[config.mk]
export PLATFORM = sky130hd
export DESIGN_NAME = i2c_bus_recovery
export DESIGN_NICKNAME = d
export VERILOG_FILES = /design/src/rtl/i2c_rcv_pkg.sv /design/src/rtl/i2c_rcv_halftimer.sv /design/src/rtl/i2c_rcv_linewalk.sv /design/src/rtl/i2c_rcv_bytewalk.sv /design/src/rtl/i2c_bus_recovery.sv
export SDC_FILE = /design/constraint.sdc
export NUM_CORES = 1
export LEC_CHECK = 0
export BUFFER_PORTS_ARGS = -buffer_cell sky130_fd_sc_hd__buf_2
export CORE_MARGIN = 2
export CORE_UTILIZATION = 60
export CTS_BUF_LIST = sky130_fd_sc_hd__clkbuf_4
export DETAILED_ROUTE_END_ITERATION = 16
export PLACE_DENSITY = 0.85
export SLEW_MARGIN = 0
export SYNTH_ARGS = -nofsm -noshare
export SYNTH_HDL_FRONTEND = slang
export SYNTH_SLANG_ARGS = --single-unit
[constraint.sdc]
create_clock -name clk -period 5.5 [get_ports clk]
set_clock_uncertainty 0.2 [all_clocks]
set_input_delay 0.55 -clock clk [delete_from_list [all_inputs] [get_ports clk]]
set_output_delay 0.55 -clock clk [all_outputs]
set_load 0.05 [all_outputs]
[src/rtl/i2c_rcv_pkg.sv]
package i2c_rcv_pkg;

    typedef enum logic [1:0] {
        RCV_OK        = 2'd0,
        RCV_SCL_STUCK = 2'd1,
        RCV_SDA_STUCK = 2'd2
    } rcv_code_e;

    typedef enum logic [1:0] {
        T_IDLE,
        T_LINE,
        T_BYTE,
        T_REPORT
    } top_state_e;

    typedef enum logic [1:0] {
        LW_IDLE,
        LW_RELEASE,
        LW_PULL
    } line_state_e;

    typedef enum logic [2:0] {
        BW_IDLE,
        BW_LOAD,
        BW_START,
        BW_WAIT_START,
        BW_STOP,
        BW_WAIT_STOP
    } byte_state_e;

endpackage

[src/rtl/i2c_rcv_halftimer.sv]
module i2c_rcv_halftimer #(
    parameter int unsigned HALF_CYCLES = 1250,
    localparam int unsigned CW = $clog2(HALF_CYCLES + 1)
) (
    input  logic clk,
    input  logic rst_n,
    input  logic run_i,
    output logic tick_o
);

    logic [CW-1:0] cnt_q;
    logic          at_end;

    assign at_end = (cnt_q == CW'(HALF_CYCLES - 1));

    always_ff @(posedge clk or negedge rst_n) begin
        if (!rst_n) begin
            cnt_q <= '0;
        end else if (!run_i || at_end) begin
            cnt_q <= '0;
        end else begin
            cnt_q <= cnt_q + 1'b1;
        end
    end

    assign tick_o = run_i && at_end;

endmodule

[src/rtl/i2c_rcv_linewalk.sv]
module i2c_rcv_linewalk
    import i2c_rcv_pkg::*;
#(
    parameter int unsigned HALF_CYCLES = 1250,
    parameter int unsigned MAX_PULSES  = 9,
    localparam int unsigned PW = $clog2(MAX_PULSES + 1)
) (
    input  logic      clk,
    input  logic      rst_n,
    input  logic      go_i,
    input  logic      scl_i,
    input  logic      sda_i,
    output logic      scl_oe_o,
    output logic      fin_o,
    output rcv_code_e code_o
);

    line_state_e state_q, state_d;
    logic [PW-1:0] pulses_q;
    logic          tick;
    logic          last_done;

    i2c_rcv_halftimer #(.HALF_CYCLES(HALF_CYCLES)) u_timer (
        .clk    (clk),
        .rst_n  (rst_n),
        .run_i  (state_q != LW_IDLE),
        .tick_o (tick)
    );

    assign last_done = (pulses_q == PW'(MAX_PULSES));

    // state register
    always_ff @(posedge clk or negedge rst_n) begin
        if (!rst_n) begin
            state_q  <= LW_IDLE;
            pulses_q <= '0;
        end else begin
            state_q <= state_d;
            if (state_q == LW_IDLE) begin
                pulses_q <= '0;
            end else if (state_q == LW_PULL && tick) begin
                pulses_q <= pulses_q + 1'b1;
            end
        end
    end

    // next state and result
    always_comb begin
        state_d = state_q;
        fin_o   = 1'b0;
        code_o  = RCV_OK;
        unique case (state_q)
            LW_IDLE: begin
                if (go_i) state_d = LW_RELEASE;
            end
            LW_RELEASE: begin
                if (tick) begin
                    if (last_done) begin
                        fin_o   = 1'b1;
                        code_o  = sda_i ? RCV_OK : RCV_SDA_STUCK;
                        state_d = LW_IDLE;
                    end else if (!scl_i) begin
                        fin_o   = 1'b1;
                        code_o  = RCV_SCL_STUCK;
                        state_d = LW_IDLE;
                    end else if (sda_i) begin
                        fin_o   = 1'b1;
                        code_o  = RCV_OK;
                        state_d = LW_IDLE;
                    end else begin
                        state_d = LW_PULL;
                    end
                end
            end
            LW_PULL: begin
                if (tick) state_d = LW_RELEASE;
            end
            default: state_d = LW_IDLE;
        endcase
    end

    // outputs
    always_comb begin
        scl_oe_o = (state_q == LW_PULL);
    end

endmodule

[src/rtl/i2c_rcv_bytewalk.sv]
module i2c_rcv_bytewalk
    import i2c_rcv_pkg::*;
#(
    parameter int unsigned DATA_W = 8
) (
    input  logic              clk,
    input  logic              rst_n,
    input  logic              go_i,
    input  logic              eng_done_i,
    output logic              eng_load_o,
    output logic [DATA_W-1:0] eng_data_o,
    output logic              eng_start_o,
    output logic              eng_nack_o,
    output logic              eng_stop_o,
    output logic              fin_o
);

    byte_state_e state_q, state_d;

    // state register
    always_ff @(posedge clk or negedge rst_n) begin
        if (!rst_n) begin
            state_q <= BW_IDLE;
        end else begin
            state_q <= state_d;
        end
    end

    always_comb begin
        state_d = state_q;
        unique case (state_q)
            BW_IDLE:       if (go_i) state_d = BW_LOAD;
            BW_LOAD:       state_d = BW_START;
            BW_START:      state_d = BW_WAIT_START;
            BW_WAIT_START: if (eng_done_i) state_d = BW_STOP;
            BW_STOP:       state_d = BW_WAIT_STOP;
            BW_WAIT_STOP:  if (eng_done_i) state_d = BW_IDLE;
            default:       state_d = BW_IDLE;
        endcase
    end

    // outputs
    always_comb begin
        eng_load_o  = (state_q == BW_LOAD);
        eng_data_o  = (state_q == BW_LOAD) ? {DATA_W{1'b1}} : '0;
        eng_start_o = (state_q == BW_START);
        eng_nack_o  = (state_q == BW_START);
        eng_stop_o  = (state_q == BW_STOP);
        fin_o       = (state_q == BW_WAIT_STOP) && eng_done_i;
    end

endmodule

[src/rtl/i2c_bus_recovery.sv]
module i2c_bus_recovery
    import i2c_rcv_pkg::*;
#(
    parameter int unsigned CLK_FREQ_HZ = 250_000_000,
    parameter int unsigned SCL_FREQ_HZ = 100_000,
    parameter int unsigned MAX_PULSES  = 9,
    localparam int unsigned HALF_CYCLES = CLK_FREQ_HZ / (2 * SCL_FREQ_HZ)
) (
    input  logic       clk,
    input  logic       rst_n,
    input  logic       start_i,
    input  logic       byte_mode_i,
    output logic       busy_o,
    output logic       done_o,
    output logic [1:0] err_o,
    input  logic       scl_i,
    input  logic       sda_i,
    output logic       scl_oe_o,
    output logic       eng_en_o,
    output logic       eng_load_o,
    output logic [7:0] eng_data_o,
    output logic       eng_start_o,
    output logic       eng_nack_o,
    output logic       eng_stop_o,
    input  logic       eng_done_i
);

    top_state_e state_q, state_d;
    rcv_code_e  err_q;
    logic       accept;
    logic       line_go, byte_go;
    logic       line_fin, byte_fin;
    rcv_code_e  line_code;

    assign accept  = (state_q == T_IDLE) && start_i;
    assign line_go = accept && !byte_mode_i;
    assign byte_go = accept && byte_mode_i;

    i2c_rcv_linewalk #(
        .HALF_CYCLES (HALF_CYCLES),
        .MAX_PULSES  (MAX_PULSES)
    ) u_line (
        .clk      (clk),
        .rst_n    (rst_n),
        .go_i     (line_go),
        .scl_i    (scl_i),
        .sda_i    (sda_i),
        .scl_oe_o (scl_oe_o),
        .fin_o    (line_fin),
        .code_o   (line_code)
    );

    i2c_rcv_bytewalk #(.DATA_W(8)) u_byte (
        .clk         (clk),
        .rst_n       (rst_n),
        .go_i        (byte_go),
        .eng_done_i  (eng_done_i),
        .eng_load_o  (eng_load_o),
        .eng_data_o  (eng_data_o),
        .eng_start_o (eng_start_o),
        .eng_nack_o  (eng_nack_o),
        .eng_stop_o  (eng_stop_o),
        .fin_o       (byte_fin)
    );

    // state register
    always_ff @(posedge clk or negedge rst_n) begin
        if (!rst_n) begin
            state_q <= T_IDLE;
            err_q   <= RCV_OK;
        end else begin
            state_q <= state_d;
            if (accept) begin
                err_q <= RCV_OK;
            end else if (state_q == T_LINE && line_fin) begin
                err_q <= line_code;
            end else if (state_q == T_BYTE && byte_fin) begin
                err_q <= RCV_OK;
            end
        end
    end

    always_comb begin
        state_d = state_q;
        unique case (state_q)
            T_IDLE:   if (start_i) state_d = byte_mode_i ? T_BYTE : T_LINE;
            T_LINE:   if (line_fin) state_d = T_REPORT;
            T_BYTE:   if (byte_fin) state_d = T_REPORT;
            T_REPORT: state_d = T_IDLE;
            default:  state_d = T_IDLE;
        endcase
    end

    // outputs
    always_comb begin
        busy_o   = (state_q != T_IDLE);
        done_o   = (state_q == T_REPORT);
        eng_en_o = (state_q != T_LINE);
        err_o    = err_q;
    end

endmodule

[Word-level counts from Yosys, hierarchy flattened]
Cells that the tools add are included.
Storage, ports and cells
  register bits: 24
  input port bits: 7
  output and inout port bits: 18
  logic and storage cells: 83
Operators by class
  add/subtract/negate cells: 2
  equality and inequality tests: 22
  mux-type cells: 32
  reductions and logical operators: 21
Operators by type and width (number)
  $mux W2: 16
  $pmux W3 S6: 1
  $ne A2 B2 Y1 const B: 7
  $add A11 B1 Y11 const B: 1
  $eq A11 B11 Y1 const B: 1
  $mux W11: 1
  $mux W3: 3
  $reduce_and A3 Y1: 3
  $logic_and A1 B1 Y1: 8
  $mux W4: 2
  $mux W8: 1
  $pmux W2 S4: 1
  $eq A2 B2 Y1 const B: 3
  $eq A3 B2 Y1 const B: 2
  $eq A3 B3 Y1 const B: 2
  $mux W1: 6
  $ne A2 B1 Y1 const B: 3
  $pmux W2 S3: 1
  $reduce_bool A2 Y1: 3
  $add A4 B1 Y4 const B: 1
  $eq A2 B1 Y1 const B: 2
  $eq A4 B4 Y1 const B: 1
  $logic_not A2 Y1: 2
  $eq A3 B1 Y1 const B: 1
  other kinds (4): 5

[Depth between registers and ports, before layout]
Gate-level depths: netlist of the first run.
  word-level depth: 8
  depth in mapped cells: 6

[Modules after synthesis]
From an unflattened synthesis of the first run, not the netlist that was laid out.
Second synthesis, totals
  cell total of the unflattened synthesis: 145
  area, all modules: 1467.7 um2
By module, submodules not included
  i2c_rcv_halftimer: instances 1, cells each 55, area an instance 575.6 um2, sequential area each 275.3 um2
  i2c_rcv_linewalk: instances 1, cells each 37, area an instance 374.1 um2, sequential area each 150.1 um2
  i2c_bus_recovery: instances 1, cells each 28, area an instance 292.8 um2, sequential area each 100.1 um2
  i2c_rcv_bytewalk: instances 1, cells each 25, area an instance 225.2 um2, sequential area each 75.1 um2

[Least setup slack after synthesis of the first run]
No wires, ideal clock.
  kind: reg-to-output
  from: reg u_byte.state_q[2]
  to: out eng_data_o[0]
  arrival: 2416 ps
  required time: 4750 ps
  slack: 2334 ps
  stages on the path, launching flop included: 4
  buffers on the path: 2
  cell sequence: dfrtp_1 clkbuf_1 nor3_1 buf_4
On the way
  cells in the longest elaborated chain, start to end: 2
RTL lines
  from (decl): line i2c_rcv_bytewalk.sv:18  | byte_state_e state_q, state_d;
  from (signal assigned): line i2c_rcv_bytewalk.sv:25  | state_q <= state_d;
  $eq A3 B1 Y1
  net eng_load_o: line i2c_bus_recovery.sv:20  | output logic eng_load_o,
  $mux W8: line i2c_rcv_bytewalk.sv:45  | eng_data_o = (state_q == BW_LOAD) ? {DATA_W{1'b1}} : '0;
  to (decl): line i2c_bus_recovery.sv:21  | output logic [7:0] eng_data_o,
The timed path passes the listed nets, and every way through them passes these cells.

[Worst setup path after layout of the first run]
  from: reg u_byte.state_q[0]
  to: out eng_load_o
On the way
  cells in the longest elaborated chain, start to end: 1
RTL lines
  $eq A3 B1 Y1: line i2c_rcv_bytewalk.sv:44  | eng_load_o = (state_q == BW_LOAD);
  to (decl): line i2c_bus_recovery.sv:20
Every way passes these cells.

==> reports/metrics.cfg, run 1 <==
[setup_path]
worst-path-buf-inv = 2
crit_type = flop to output pin
critPathMaxStageDelay_ps = 510
cp_top_family = simple AND/OR/NAND/NOR gates
critPathCaptureType = output pin
worstPathArrival_ps = 1720
crit_path_cell_trace = inv_1 -> nor3_1 -> buf_2
worst_path_max_delay_cell = nor3_1
critPathLaunchType = flop
required_ps = 4750
path_max_fanout = 9

[layout]
fillCellCount = 185
final_cell_mix = dfrtp_1 (24), buf_2 (24), nor2_1 (17)
multi_input_area_um2 = 794.5
layout.nets = 191
register_area_um2 = 600.6
area_growth_pct = 7.692
fin_area_um2 = 1647
antenna_cells = 0
finalNonFillerCells = 204
drive_gt1_frac = 0.2069

[synth]
syn_avg_cell_area_um2 = 9.556
synth_seq_cells = 24
synthCells = 160
synth_fp_nets = 176
yosys_warnings = 0
yosysUniqueCellTypes = 47
seq_area_frac_synth = 0.3928
syn_area_um2 = 1529

[clock_network]
clkTransAtPathRegs_ps = 130
cts_hold_buffers = 0
cts_post_setup_buffers_inserted = 0
cts.repair.resized = 0
clock_path_buffers = 2
cts_tree = done
htreeDepth = 1
cts.sinks = 24
clk_latency_ps = 310
numCtsBuffers = 3
clock-root-buffer = clkbuf_4

[place]
port_buffers = 24
gp_congestion = 0.6887
post_dp_cell_area_um2 = 1594
placed_cells = 200
detailed_place_hpwl_um = 2117

[timing]
rsz0062_at_grt = no
tightest_slew_ps = 595.0
fin_crit_ps = 2467
hold_viol_final = 24
max_freq_ghz = 0.4054
timing.hold.ws_ps = -16.48
setup_violations = 0
period_share = 0.4485
fin_setup_tns_ps = 0
finalMaxSlewViolations = 0
max_slew_margin = 0.6003

[power]
powerDensity_nw_per_um2 = 471.9
power_leakage_uw = 0.0007664
irDropWorstVdd_mv = 0.5142
fin_total_pwr_uw = 777.1

[routing]
vias = 1180
vias_per_cell = 5.784
ant_nets = 0
drt_first_iter_violations = 27
post-route-drc-count = 0
wire_per_inst_um = 13.70
wl_um = 2795
first_pass_iters = 4

[global_routing]
grt_max_degree = 25
antenna_found_initial = 0
grt_pass1_vias = 1070
grt_usage = 0.2130
grt_pass1_wl_um = 4505
overflow = 0

[die]
core_um2 = 2455
start_util = 0.6228
die_w_um = 54.48
rows = 18
die_y_um = 54.48
die_area_um2 = 2968
io_pins = 25

[min_path]
min_path_type = input port to asynchronous set/reset pin

[outcome]
violations = hold timing
outcome = finished, violations left

[run]
cap_violations = 0

## worst paths after layout
| check | from | end | slack, ps | cells past startpoint |
|---|---|---|---|---|
| worst max-delay path | u_byte.state_q[0] | eng_load_o | 3030 | 3 |
| worst min-delay path | rst_n | u_line.state_q[0] | -20 | 1 |
| worst max register to register | u_line.u_timer.cnt_q[0] | u_line.pulses_q[2] | 3450 | 5 |
| worst min register to register | u_line.u_timer.cnt_q[0] | u_line.u_timer.cnt_q[0] | 330 | 1 |
| max in group asynchronous | rst_n | u_line.u_timer.cnt_q[6] | 4780 | 1 |
| min in group clk | sda_i | err_o[1] | 320 | 3 |
## state kept, by name, summed over array words and instances, names as in the netlist
signal and cells:
u_line.state_q 2, state_q 2, u_line.pulses_q 4, u_line.u_timer.cnt_q 11
u_byte.state_q 3, err_o 2
## cell usage after synthesis, drive strengths merged
library cell	n	share of area
o311ai	1	0.0057
o211ai	2	0.0098
buf	12	0.056
nand4	4	0.016
ha	9	0.074
nand3b	2	0.0098
a2bb2oi	1	0.0098
mux2	2	0.015
o21ai	3	0.0098
nor2	17	0.042
a22o	1	0.0057
and2	2	0.0082
nor4	1	0.0041
and3b	1	0.0057
and4bb	1	0.0082
nor3	3	0.017
nand4b	1	0.0057
clkbuf	2	0.0049
a311oi	1	0.0057
xnor2	4	0.023
nand2	12	0.029
a31o	2	0.011
mux2i	4	0.026
nand2b	3	0.012
a211oi	3	0.015
nor3b	1	0.0049
a32o	2	0.013
and2b	1	0.0049
xor2	4	0.023
o21a	2	0.0098
o21bai	1	0.0049
or3	3	0.016
and4	1	0.0057
nand3	8	0.034
a41o	1	0.0065
a21oi	3	0.0098
o22ai	1	0.0041
o32ai	1	0.0057
inv	11	0.027
dfrtp	24	0.39
and3	2	0.0082
## layout make-up
cell class | count | share of cell area
clock inverter | 1 | 0.01824
inverter | 11 | 0.02508
tap | 30 | 0.02280
sequential | 24 | 0.3647
multi-input combinational | 111 | 0.4825
clock buffer | 3 | 0.01368
timing repair buffer | 24 | 0.07295
## where the power goes
group          internal, µW  switching [µW]  total, µW
combinational           114             311        425
clock                  73.7            52.0        126
sequential              197            29.4        226
total                   385             392        777
## cell families (layout without fill, tap and decap cells)
| group | Yosys count | after routing | share of synthesized area |
|---|---|---|---|
| compound gates | 25 | 25 | 0.1268 |
| xor+xnor | 8 | 8 | 0.04582 |
| fa+ha+maj | 9 | 9 | 0.07365 |
| buf+inv | 25 | 39 | 0.08756 |
| flops | 24 | 24 | 0.3928 |
| mux | 6 | 6 | 0.04092 |
| simple gates | 63 | 63 | 0.2324 |
## per-layer routing
metal,vias to the layer above,part of all wire,global-route usage
met5,-,0,0
met4,0,0.0082,0.07500
met3,4,0.040,0.02459
met2,37,0.51,0.3795
met1,558,0.44,0.2650
li1,581,-,-
## metrics by stage
stage               setup slack, ps  utilization
finish                         3033       0.6707
global route                   2744       0.6707
CTS                            3012       0.6707
detailed placement             3380       0.6493
global placement               3445       0.6493
floorplan                      2334            -
No activity file was read; power rests on OpenSTA's default activity.
==> run 2, diff against run 1 <==
CORE_UTILIZATION = 58   (was 60)
PLACE_DENSITY = 0.83   (was 0.85)
clock period = 2.3 ns   (was 5.5 ns; I/O delays follow)
==> reports/metrics.cfg, run 2 (same netlist as run 1, synthesis figures left out) <==
[place]
port_buffers = 24  ; unchanged
gp_congestion = 0.8210  ; was 0.6887
dp_slack_ps = 285.4  ; was 3380 ps
detailed_place_hpwl_um = 2337  ; was 2117 µm
post_dp_cell_area_um2 = 1604  ; was 1594 µm²

[setup_path]
worst_path_max_delay_cell = dfrtp_1  ; was nor3_1
critPathLaunchType = flop  ; unchanged
cp_top_family = compound AO/OA/AOI/OAI gates  ; was simple AND/OR/NAND/NOR gates
critPathCaptureType = flop  ; was output pin
worstPathArrival_ps = 2040  ; was 1720 ps
cp.depth = 5  ; was 3
worst-r2r-cell-count = 5  ; unchanged
required_ps = 2310  ; was 4750 ps
critPathMaxStageDelay_ps = 450  ; was 510 ps
reg2reg_from = u_line.u_timer.cnt_q[0]  ; unchanged
path_max_fanout = 16  ; was 9
r2r-end = u_line.pulses_q[2]  ; unchanged
worst-path-buf-inv = 0  ; was 2
crit_type = flop to flop  ; was flop to output pin
rrSetupSlack_ps = 270  ; was 3450 ps
crit_path_cell_trace = ha_1 -> and4bb_2 -> a31o_2 -> a32o_1 -> a31o_1  ; was inv_1 -> nor3_1 -> buf_2

[timing]
tightest_slew_ps = 521.5  ; was 595.0 ps
hold_viol_final = 0  ; was 24
setup_slack_ps = 268.9  ; was 3033 ps
max_freq_ghz = 0.4923
max_slew_margin = 0.6523  ; was 0.6003
fin_setup_tns_ps = 0  ; unchanged
finalMaxSlewViolations = 0  ; unchanged
rsz0062_at_grt = no  ; unchanged
period_share = 0.8831
fin_crit_ps = 2031
setup_violations = 0  ; unchanged

[clock_network]
cts.sinks = 24  ; unchanged
clock-root-buffer = clkbuf_4  ; unchanged
htreeDepth = 1  ; unchanged
clkTransAtPathRegs_ps = 130  ; about the same
clk_latency_ps = 310  ; about the same
cts_tree = done  ; unchanged
numCtsBuffers = 3  ; unchanged
clock_path_buffers = 2  ; unchanged

[power]
power_leakage_uw = 0.0007647  ; was 0.0007664 µW
irDropWorstVdd_mv = 1.283  ; was 0.5142 mV
powerDensity_nw_per_um2 = 1081  ; was 471.9 nW/µm²

[die]
die_w_um = 55.35  ; was 54.48 µm
core_um2 = 2477  ; was 2455 µm²
start_util = 0.6172  ; was 0.6228
io_pins = 25  ; unchanged
die_area_um2 = 3063  ; was 2968 µm²
die_y_um = 55.35  ; was 54.48 µm
rows = 18  ; unchanged

[min_path]
min_from = scl_i
min_path_type = input port to flop  ; was input port to asynchronous set/reset pin
holdPathEnd = err_o[0]
min_path_cells = 3

[global_routing]
grt_max_degree = 25  ; unchanged
grt_pass1_vias = 1216  ; was 1,070
grt_pass1_wl_um = 5444  ; was 4505 µm
grt_usage = 0.2195  ; was 0.2130
grt_use_met1 = 0.2571  ; was 0.2650
antenna_found_initial = 0  ; unchanged
top_usage_layer = met2  ; unchanged
grt_use_met2 = 0.3980  ; was 0.3795
globalRouteMet3Util = 0.04918  ; was 0.02459
overflow = 0  ; unchanged

[routing]
wire_per_inst_um = 15.19  ; was 13.70 µm
vias = 1246  ; was 1,180
ant_nets = 0  ; unchanged
wl_um = 3113  ; was 2795 µm
first_pass_iters = 4  ; unchanged
post-route-drc-count = 0  ; unchanged
vias_per_cell = 6.078  ; was 5.784
drt_first_iter_violations = 50  ; was 27

[layout]
largest_reg_flops = 11  ; unchanged
layout.nets = 193  ; was 191
fin_area_um2 = 1647  ; unchanged
register_area_um2 = 600.6  ; unchanged
fillCellCount = 207  ; was 185
final_cell_mix = dfrtp_1 (24), buf_2 (24), nor2_1 (17)  ; unchanged
antenna_cells = 0  ; unchanged
regMostFlops = u_line.u_timer.cnt_q  ; unchanged
area_growth_pct = 7.692  ; unchanged
reg.largest.list = u_line.u_timer.cnt_q: 11 flops, u_line.pulses_q: 4 flops, u_byte.state_q: 3 flops  ; unchanged
multi_input_area_um2 = 804.5  ; was 794.5 µm²
drive_gt1_frac = 0.2114  ; was 0.2069

[run]
cap_violations = 0  ; unchanged

[outcome]
outcome = complete, no violations  ; was finished, violations left

## run 2: cell types whose count changed in the layout (fill, tap and decap cells not counted)
cell	delta
nor3_1	-1
nor3b_1	-1
dlygate4sd3_1	+2
bufinv_16	-1
nor3_2	+1
nor3b_2	+1
## run 2: worst max path at each step
stage / start / to / slack, ps
final: u_line.u_timer.cnt_q[0] / u_line.pulses_q[2] / 270
after floorplan: u_byte.state_q[2] / eng_data_o[0] / 90
after CTS: u_line.u_timer.cnt_q[0] / u_line.pulses_q[2] / 270
after global routing: u_byte.state_q[0] / eng_data_o[7] / 160
after global placement: u_line.u_timer.cnt_q[0] / u_line.pulses_q[2] / 320
after detailed placement: u_line.u_timer.cnt_q[0] / u_line.pulses_q[2] / 290
## run 2: worst reg2reg max path, cell delays in order, from the launching register on
cell and delay [ps]:
dfrtp_1 450, ha_1 210, and4bb_2 260, a31o_2 360
a32o_1 280, a31o_1 180
## run 2: power breakdown
part,leakage (µW),switching (µW),internal (µW),total [µW]
logic,0.000445,761,284,1050
registers,0.000306,82.4,470,552
clock network,0.0000138,120,61.2,181
## run 2: layout make-up
cell class                      instances  share of cell area
Timing Repair Buffer                   26             0.08511
Clock buffer                            3             0.01368
Tap cell                               30             0.02280
Multi-Input combinational cell        111              0.4886
Sequential cell                        24              0.3647
Inverter                               11             0.02508
## run 2: what timing repair did
item / 4_1_cts / 5_1_grt
hold buffers: 1 / 1
setup buffers: 0 / 0
hold endpoints to repair: 24 / 1
gates resized for setup: 0 / 0
## run 2: stage by stage
stage	hold slack, ps	util	total power (µW)	instances
6_report	26.31	0.6646	1779	205
5_1_grt	16.29	0.6646	1865	205
4_1_cts	8.627	0.6606	1783	204
3_5_place_dp	37.04	0.6475	1592	200
3_3_place_gp	33.83	0.6475	1543	200
2_1_floorplan	-265.6	-	1495	160
## run 2: per-layer routing
| layer | part of all wire | wire (µm) |
|---|---|---|
| met3 | 0.063 | 197 |
| met4 | 0.017 | 53 |
| met1 | 0.40 | 1248 |
| met5 | 0 | 0 |
| met2 | 0.52 | 1614 |
